## config.mk

```make
export PLATFORM = sky130hd
export DESIGN_NAME = ac97_cmd_regs
export DESIGN_NICKNAME = d
export VERILOG_FILES = /design/src/rtl/ac97_cmd_regs.sv
export SDC_FILE = /design/constraint.sdc
export NUM_CORES = 1
export LEC_CHECK = 0
export ABC_AREA = 1
export CAP_MARGIN = 20
export CORE_AREA = 2 2 115 117
export DETAILED_ROUTE_END_ITERATION = 12
export DIE_AREA = 0 0 117 119
export PLACE_DENSITY = 0.62
export SLEW_MARGIN = 20
export SYNTH_ARGS = -nofsm -noshare
export SYNTH_HDL_FRONTEND = slang
export SYNTH_SLANG_ARGS = --single-unit
export TNS_END_PERCENT = 1
```

## constraint.sdc

```tcl
create_clock -name clk -period 2.3 [get_ports clk]
set_input_delay 0.345 -clock clk [delete_from_list [all_inputs] [get_ports clk]]
set_output_delay 0.345 -clock clk [all_outputs]
set_load 0.01 [all_outputs]
```

## src/rtl/ac97_cmd_regs.sv

```systemverilog
module ac97_cmd_regs #(
  parameter int ADDR_W = 19,
  parameter int DATA_W = 20,
  parameter int BUS_W  = 32
) (
  input  logic              clk,
  input  logic              rst_n,
  input  logic              bus_wr_en,
  input  logic              bus_sel,
  input  logic [BUS_W-1:0]  bus_wdata,
  input  logic              bus_rd_sel,
  output logic [BUS_W-1:0]  bus_rdata,
  input  logic              rx_addr_vld,
  input  logic [ADDR_W-1:0] rx_addr,
  input  logic              rx_data_vld,
  input  logic [DATA_W-1:0] rx_data,
  input  logic              cmd_rd,
  input  logic              cmd_wr,
  input  logic              clr_addr_flag,
  input  logic              clr_data_flag,
  output logic              addr_flag,
  output logic              data_flag,
  output logic [ADDR_W:0]   slot1_out,
  output logic [DATA_W-1:0] slot2_out
);

  logic [ADDR_W-1:0] addr_q, addr_nx;
  logic [DATA_W-1:0] data_q, data_nx;
  logic              cmd_any, wr_only;

  always_comb begin
    addr_nx = addr_q;
    if (rx_addr_vld)                addr_nx = rx_addr;
    else if (bus_wr_en && !bus_sel) addr_nx = bus_wdata[ADDR_W-1:0];
  end

  always_comb begin
    data_nx = data_q;
    if (rx_data_vld)               data_nx = rx_data;
    else if (bus_wr_en && bus_sel) data_nx = bus_wdata[DATA_W-1:0];
  end

  always_ff @(posedge clk) begin
    if (!rst_n) begin
      addr_q    <= '0;
      data_q    <= '0;
      addr_flag <= 1'b0;
      data_flag <= 1'b0;
    end else begin
      addr_q    <= addr_nx;
      data_q    <= data_nx;
      addr_flag <= (addr_nx != addr_q) | (addr_flag & ~clr_addr_flag);
      data_flag <= (data_nx != data_q) | (data_flag & ~clr_data_flag);
    end
  end

  assign bus_rdata = bus_rd_sel ? BUS_W'(data_q) : BUS_W'(addr_q);

  assign cmd_any   = cmd_rd | cmd_wr;
  assign wr_only   = cmd_wr & ~cmd_rd;
  assign slot1_out = cmd_any ? {cmd_rd, addr_q} : '0;
  assign slot2_out = wr_only ? data_q : '0;

  a_r4_addr_hold: assert property (@(posedge clk) disable iff (!rst_n)
    !(rx_addr_vld || (bus_wr_en && !bus_sel)) |=> $stable(addr_q));
  a_r4_data_hold: assert property (@(posedge clk) disable iff (!rst_n)
    !(rx_data_vld || (bus_wr_en && bus_sel)) |=> $stable(data_q));
  a_r6_addr_flag_on_change: assert property (@(posedge clk) disable iff (!rst_n)
    (addr_q != $past(addr_q)) |-> addr_flag);
  a_r7_data_flag_on_change: assert property (@(posedge clk) disable iff (!rst_n)
    (data_q != $past(data_q)) |-> data_flag);
  a_r8_addr_sticky: assert property (@(posedge clk) disable iff (!rst_n)
    (addr_flag && !clr_addr_flag) |=> addr_flag);
  a_r8_data_sticky: assert property (@(posedge clk) disable iff (!rst_n)
    (data_flag && !clr_data_flag) |=> data_flag);
  a_r2_addr_upper_zero: assert property (@(posedge clk) disable iff (!rst_n)
    !bus_rd_sel |-> (bus_rdata[BUS_W-1:ADDR_W] == '0));
  a_r3_data_upper_zero: assert property (@(posedge clk) disable iff (!rst_n)
    bus_rd_sel |-> (bus_rdata[BUS_W-1:DATA_W] == '0));
  a_r9_slot1_idle: assert property (@(posedge clk) disable iff (!rst_n)
    !(cmd_rd || cmd_wr) |-> (slot1_out == '0));
  a_r10_slot2_read_zero: assert property (@(posedge clk) disable iff (!rst_n)
    cmd_rd |-> (slot2_out == '0));

endmodule

```

==> out/qor.yml, run 1 <==
initial_antenna_violation_count: 0
die_area_um2: 13900
outcome: "completed"
maxClockFrequency_ghz: 0.451
maximum_number_of_pins_on_one_net_before_global_route_repair: 40
wirelength_routed_mm: 14.1
drv_slew: 0
initial_core_utilization: 0.289
num_vias: 4658
diodes_inserted: 0
use_met1: 0.287
placedCellCount: 992
std_cell_rows: 42
holdPathStages: 4
timing.final.crit_period_ns: 2.22
required_ns: 1.96
worst-r2r-cell-count: 12
fin_setup_tns_ns: 0
route.detailed.vias_per_inst: 4.66
die-width_um: 117
grt_pass1_wl_mm: 22.3
final_net_count: 905
hold_viol: 0
grt_overflow: 0
ys_seq_area_frac: 0.220
layout.core_utilization: 0.426
place.port_buffers: 131
setup.worst_path.class: "input port to output pin"
clock_path_buffers: 2
flow.area_growth_from_synthesis_pct: 47.2
clkSlewWorstSetupHoldPaths_ns: 0.06
post_synth_num_cell_types: 24
grt.total_usage: 0.204
met2_usage: 0.335
hold_fix_buffers_cts: 0
h-tree-depth: 2
synthDominantCellAreaShare: 0.223
synth_top_cells_by_area: "sky130_fd_sc_hd__nand2_1 (22%), sky130_fd_sc_hd__dfxtp_1 (22%), sky130_fd_sc_hd__nand3_1 (19%)"
endpoint_kind: "output pin"
yosys.area.top_type: "sky130_fd_sc_hd__nand2_1"
clock-sinks: 41
timing.critical_path.fanout_max: 5
startpoint_type: "input port"
synth_area_um2: 3720
share_of_cells_above_drive_strength_1: 0.0656
numCtsBuffers: 5
max_cap_violations: 0
tritoncts: "built"
detail_route.wl_per_cell_um: 14.1
drt_first_pass_iters: 5
post_cts.resized_instances: 2
die_h_um: 119
postSynthCellCount: 697
reported_leakage_power_nw: 2.85
worst_hold_path_type: "register to register"
drt_iter0_drc: 293
use_met3: 0.0260
gp_routability_congestion: 0.860
grt_setup_unrepaired: "no"
clockRootBuffer: "sky130_fd_sc_hd__clkbuf_16"
finalNonFillerCells: 999
max-vdd-ir-drop_mv: 0.348
hpwlAfterDp_mm: 11.3
arrival_ns: 1.87
ys_seq_elements: 41
layout_worst_path_cycle_share: 0.963
total_i_o_pin_count: 156
postSynthAreaPerCell_um2: 5.34
power_per_cell_area_nw_per_um2: 456
grt_pass1_vias: 4374
clock_latency_ns: 0.28
drt.antenna.violating_nets: 0
warning_count_from_the_yosys_run: 0
core_area_um2: 12900
setup_violations: 0
grt-busiest-layer: "met2"
postCtsSetupBuffers: 0
drt_drc_violations_left: 0
fin_worst_skew_ns: 0.00402
## cell type report
cell class | count | area, um2
well taps | 176 | 220
clock buffers | 5 | 125
inverters | 80 | 300
fillers | 1393 | 7390
multi-input cells | 537 | 2370
repair buffers | 158 | 1610
clock inverters | 2 | 35.0
flip-flops and latches | 41 | 821
## critical path, cell delays in order
cell,delay [ns]
sky130_fd_sc_hd__clkdlybuf4s50_1,0.46
sky130_fd_sc_hd__buf_4,0.16
sky130_fd_sc_hd__inv_1,0.04
sky130_fd_sc_hd__nand2_1,0.06
sky130_fd_sc_hd__buf_4,0.17
sky130_fd_sc_hd__nor2_1,0.09
sky130_fd_sc_hd__clkdlybuf4s50_1,0.55
## sequential cells by signal (all words and copies together) (netlist names)
signal and count:
data_flag 1, data_q 20, addr_flag 1, addr_q 19
## per-layer routing
| layer | up-vias | share of wire |
|---|---|---|
| met5 | - | 0 |
| met4 | 0 | 0.012 |
| met3 | 11 | 0.066 |
| met2 | 174 | 0.46 |
| met1 | 2047 | 0.46 |
| li1 | 2426 | - |
## layout by cell type, fill, tap and decap left out
master,instances
sky130_fd_sc_hd__a21oi_1,29
sky130_fd_sc_hd__buf_12,4
sky130_fd_sc_hd__buf_4,23
sky130_fd_sc_hd__bufinv_16,1
sky130_fd_sc_hd__clkbuf_16,5
sky130_fd_sc_hd__clkdlybuf4s50_1,114
sky130_fd_sc_hd__clkinv_2,1
sky130_fd_sc_hd__conb_1,12
sky130_fd_sc_hd__dfxtp_1,41
sky130_fd_sc_hd__dlymetal6s2s_1,17
sky130_fd_sc_hd__inv_1,76
sky130_fd_sc_hd__inv_2,4
sky130_fd_sc_hd__nand2_1,221
sky130_fd_sc_hd__nand2_2,1
sky130_fd_sc_hd__nand3_1,143
sky130_fd_sc_hd__nand3_2,1
sky130_fd_sc_hd__nor2_1,72
sky130_fd_sc_hd__nor2_2,1
sky130_fd_sc_hd__nor2_4,1
sky130_fd_sc_hd__o211ai_1,6
sky130_fd_sc_hd__o211ai_2,1
sky130_fd_sc_hd__o21ai_0,20
sky130_fd_sc_hd__o21ai_1,5
sky130_fd_sc_hd__or2_0,1
sky130_fd_sc_hd__or2_1,12
sky130_fd_sc_hd__or2_2,11
## logic make-up (layout without fill, tap and decap cells)
logic type	count (synthesis)	after routing	share of synthesized area
other cells	1	12	0.00101
buf+inv	130	245	0.156
compound gates	61	61	0.0880
flops	41	41	0.220
simple gates	464	464	0.535
## power breakdown
| group | internal [mW] | leakage [nW] | switching [mW] |
|---|---|---|---|
| sequential | 0.760 | 0.340 | 0.0382 |
| clock | 0.505 | 0.0797 | 0.295 |
| combinational | 0.414 | 2.43 | 0.484 |
| total | 1.68 | 2.85 | 0.818 |
## path summary, 6_finish.rpt
kind / start / endpoint / slack [ns]
min reg2reg: addr_q[0] / addr_q[0] / 0.62
max: cmd_rd / slot2_out[9] / 0.08
min: addr_q[0] / addr_q[0] / 0.62
max reg2reg: addr_q[8] / addr_flag / 0.89
## synth_stat cells
cell / n
sky130_fd_sc_hd__o211ai_2: 1
sky130_fd_sc_hd__or2_1: 12
sky130_fd_sc_hd__inv_2: 4
sky130_fd_sc_hd__nand2_1: 221
sky130_fd_sc_hd__buf_1: 1
sky130_fd_sc_hd__or2_2: 11
sky130_fd_sc_hd__or2_0: 1
sky130_fd_sc_hd__nor2_2: 1
sky130_fd_sc_hd__a21oi_1: 29
sky130_fd_sc_hd__o21ai_0: 20
sky130_fd_sc_hd__nand3_2: 1
sky130_fd_sc_hd__inv_1: 76
sky130_fd_sc_hd__nor2_1: 73
sky130_fd_sc_hd__nand2_2: 1
sky130_fd_sc_hd__buf_2: 12
sky130_fd_sc_hd__o21ai_1: 5
sky130_fd_sc_hd__nand3_1: 143
sky130_fd_sc_hd__clkbuf_2: 1
sky130_fd_sc_hd__dfxtp_1: 41
sky130_fd_sc_hd__o211ai_1: 6
sky130_fd_sc_hd__buf_6: 2
sky130_fd_sc_hd__buf_4: 16
sky130_fd_sc_hd__conb_1: 1
sky130_fd_sc_hd__clkbuf_1: 18
## metrics by stage
step	instance area (um2)	power, mW	hold WS [ns]	setup WS [ns]
CTS	5440	2.52	0.628	0.00658
detailed placement	5270	1.71	0.615	-0.272
floorplan	3760	1.31	0.443	0.796
global placement	5270	1.71	0.616	-0.252
finish	5480	2.50	0.621	0.0849
global route	5480	2.66	0.683	0.00541
Note: power is estimated with default switching activity, not from simulation.
==> run 2, diff against run 1 <==
--- a/config.mk
+++ b/config.mk
@@ -11,6 +11,7 @@
 export DETAILED_ROUTE_END_ITERATION = 12
 export DIE_AREA = 0 0 117 119
 export PLACE_DENSITY = 0.62
+export SKIP_LAST_GASP = 1
 export SLEW_MARGIN = 20
 export SYNTH_ARGS = -nofsm -noshare
 export SYNTH_HDL_FRONTEND = slang
==> out/qor.yml, run 2 (synthesis results as in run 1) <==
maxClockFrequency_ghz: 0.440  # -2.5%
drv_slew: 0  # unchanged
timing.final.crit_period_ns: 2.27  # +0.0570 ns
outcome: "completed"
p_total_mw: 2.50  # +0.18%
hold_fix_buffers_cts: 0  # unchanged
arrival_ns: 1.93  # +0.06 ns
drt_drc_violations_left: 0  # unchanged
layout_top_registers: "data_q x20, addr_q x19"
placedCellCount: 992  # unchanged
max-vdd-ir-drop_mv: 0.349  # +0.14%
grt_setup_unrepaired: "yes"
clockRootBuffer: "sky130_fd_sc_hd__clkbuf_16"
die-width_um: 117  # unchanged
largest_reg_flops: 20  # unchanged
clkSlewWorstSetupHoldPaths_ns: 0.06  # about the same
timing.critical_path.cells: "clkdlybuf4s50_1 > buf_4 > inv_1 > nand2_1 > buf_4 > nor2_1 > clkdlybuf4s50_1"
numCtsBuffers: 5  # unchanged
hpwlAfterDp_mm: 11.3  # unchanged
grt.total_usage: 0.204  # unchanged
finalNonFillerCells: 999  # unchanged
grt_pass1_wl_mm: 22.3  # unchanged
core_area_um2: 12900  # unchanged
fin_worst_skew_ns: 0.00408  # +0.0000639 ns
required_ns: 1.96  # about the same
regMostFlops: "data_q"
clock-sinks: 41  # unchanged
fin_setup_tns_ns: 0  # unchanged
diodes_inserted: 0  # unchanged
setup_violations: 0  # unchanged
drt_iter0_drc: 334  # +14%
timing.critical_path.slowest_stage_cell: "sky130_fd_sc_hd__clkdlybuf4s50_1"
n_fill_cell: 1391  # -0.14%
maximum_number_of_pins_on_one_net_before_global_route_repair: 40  # unchanged
wirelength_routed_mm: 14.1  # about the same
grt_overflow: 0  # unchanged
postCtsSetupBuffers: 0  # unchanged
grt_pass1_vias: 4374  # unchanged
h-tree-depth: 2  # unchanged
leading_cell_types_in_the_layout_fill_and_taps_excluded: "sky130_fd_sc_hd__nand2_1 (221), sky130_fd_sc_hd__nand3_1 (143), sky130_fd_sc_hd__clkdlybuf4s50_1 (130)"
max_cap_violations: 0  # unchanged
hold_viol: 0  # unchanged
setup.worst_path.class: "input port to output pin"
drt_first_pass_iters: 5  # unchanged
share_of_cells_above_drive_strength_1: 0.0656  # unchanged
layout_commonest_cell: "sky130_fd_sc_hd__nand2_1"
layout_worst_path_cycle_share: 0.988  # +0.0248
die_h_um: 119  # unchanged
total_i_o_pin_count: 156  # unchanged
final_net_count: 905  # unchanged
postLayoutSetupSlackWorst_ns: 0.0278  # -0.0570 ns
clock_path_buffers: 2  # unchanged
num_vias: 4616  # -0.90%
max_stage_delay_ns: 0.55  # about the same
std_cell_rows: 42  # unchanged
initial_antenna_violation_count: 0  # unchanged
reported_leakage_power_nw: 2.57  # -10%
startpoint_type: "input port"
power_per_cell_area_nw_per_um2: 460  # +0.91%
initial_core_utilization: 0.289  # unchanged
gp_routability_congestion: 0.860  # unchanged
detail_route.wl_per_cell_um: 14.1  # about the same
pre_cts_ws_ns: -0.272  # unchanged
place.port_buffers: 131  # unchanged
flow.area_growth_from_synthesis_pct: 46.1
timing.critical_path.fanout_max: 15  # +10
drt.antenna.violating_nets: 0  # unchanged
worst_hold_path_type: "register to register"
tritoncts: "built"
route.detailed.vias_per_inst: 4.62  # -0.90%
critPathBufInv: 5  # unchanged
die_area_um2: 13900  # unchanged
endpoint_kind: "output pin"
clock_latency_ns: 0.28  # about the same
layout.core_utilization: 0.423  # -0.00311
crit_family: "buffers and inverters"
[run 2: final cells by class]
class                           instances  area [um2]  share of cell area
Timing Repair Buffer                  158        1570               0.288
Clock inverter                          2        35.0             0.00644
Clock buffer                            5         125              0.0230
Inverter                               80         300              0.0552
Tap cell                              176         220              0.0405
Sequential cell                        41         821               0.151
Multi-Input combinational cell        537        2370               0.436
[run 2: final timing paths]
kind,depth (start not counted),slack [ns],from,endpoint
hold / removal,4,0.62,addr_q[0],addr_q[0]
setup reg to reg,12,0.90,addr_q[8],addr_flag
setup / recovery,7,0.03,cmd_rd,slot2_out[13]
hold reg to reg,4,0.62,addr_q[0],addr_q[0]
[run 2: through the flow]
stage                     hold WS, ns  cell area, um2
final                           0.623            5440
after global routing            0.683            5440
after CTS                       0.628            5440
after detailed placement        0.615            5270
after global placement          0.616            5270
after floorplan                 0.443            3760
[run 2: where the power goes]
part / leakage [nW] / internal (mW) / switching (mW)
Sequential: 0.340 / 0.760 / 0.0382
Combinational: 2.15 / 0.416 / 0.486
Clock: 0.0797 / 0.505 / 0.296
Total: 2.57 / 1.68 / 0.820
[run 2: what timing repair did]
item / CTS / global route
cloned: 0 / 0
setup endpoints to repair: 19 / 17
resized for setup: 2 / 1
[run 2: layer usage]
layer | up-vias | part of all wire | GRT usage
met5 | - | 0 | 0
met4 | 0 | 0.012 | 0.0375
met1 | 2034 | 0.47 | 0.287
li1 | 2429 | - | -
met2 | 142 | 0.46 | 0.335
met3 | 11 | 0.053 | 0.0260
[run 2: tightest hold or removal path: stages, from the launching register on]
cell and delay, ns:
sky130_fd_sc_hd__dfxtp_1 0.32, sky130_fd_sc_hd__nand2_1 0.06, sky130_fd_sc_hd__nand3_1 0.08, sky130_fd_sc_hd__nand2_1 0.08, sky130_fd_sc_hd__nor2_1 0.04
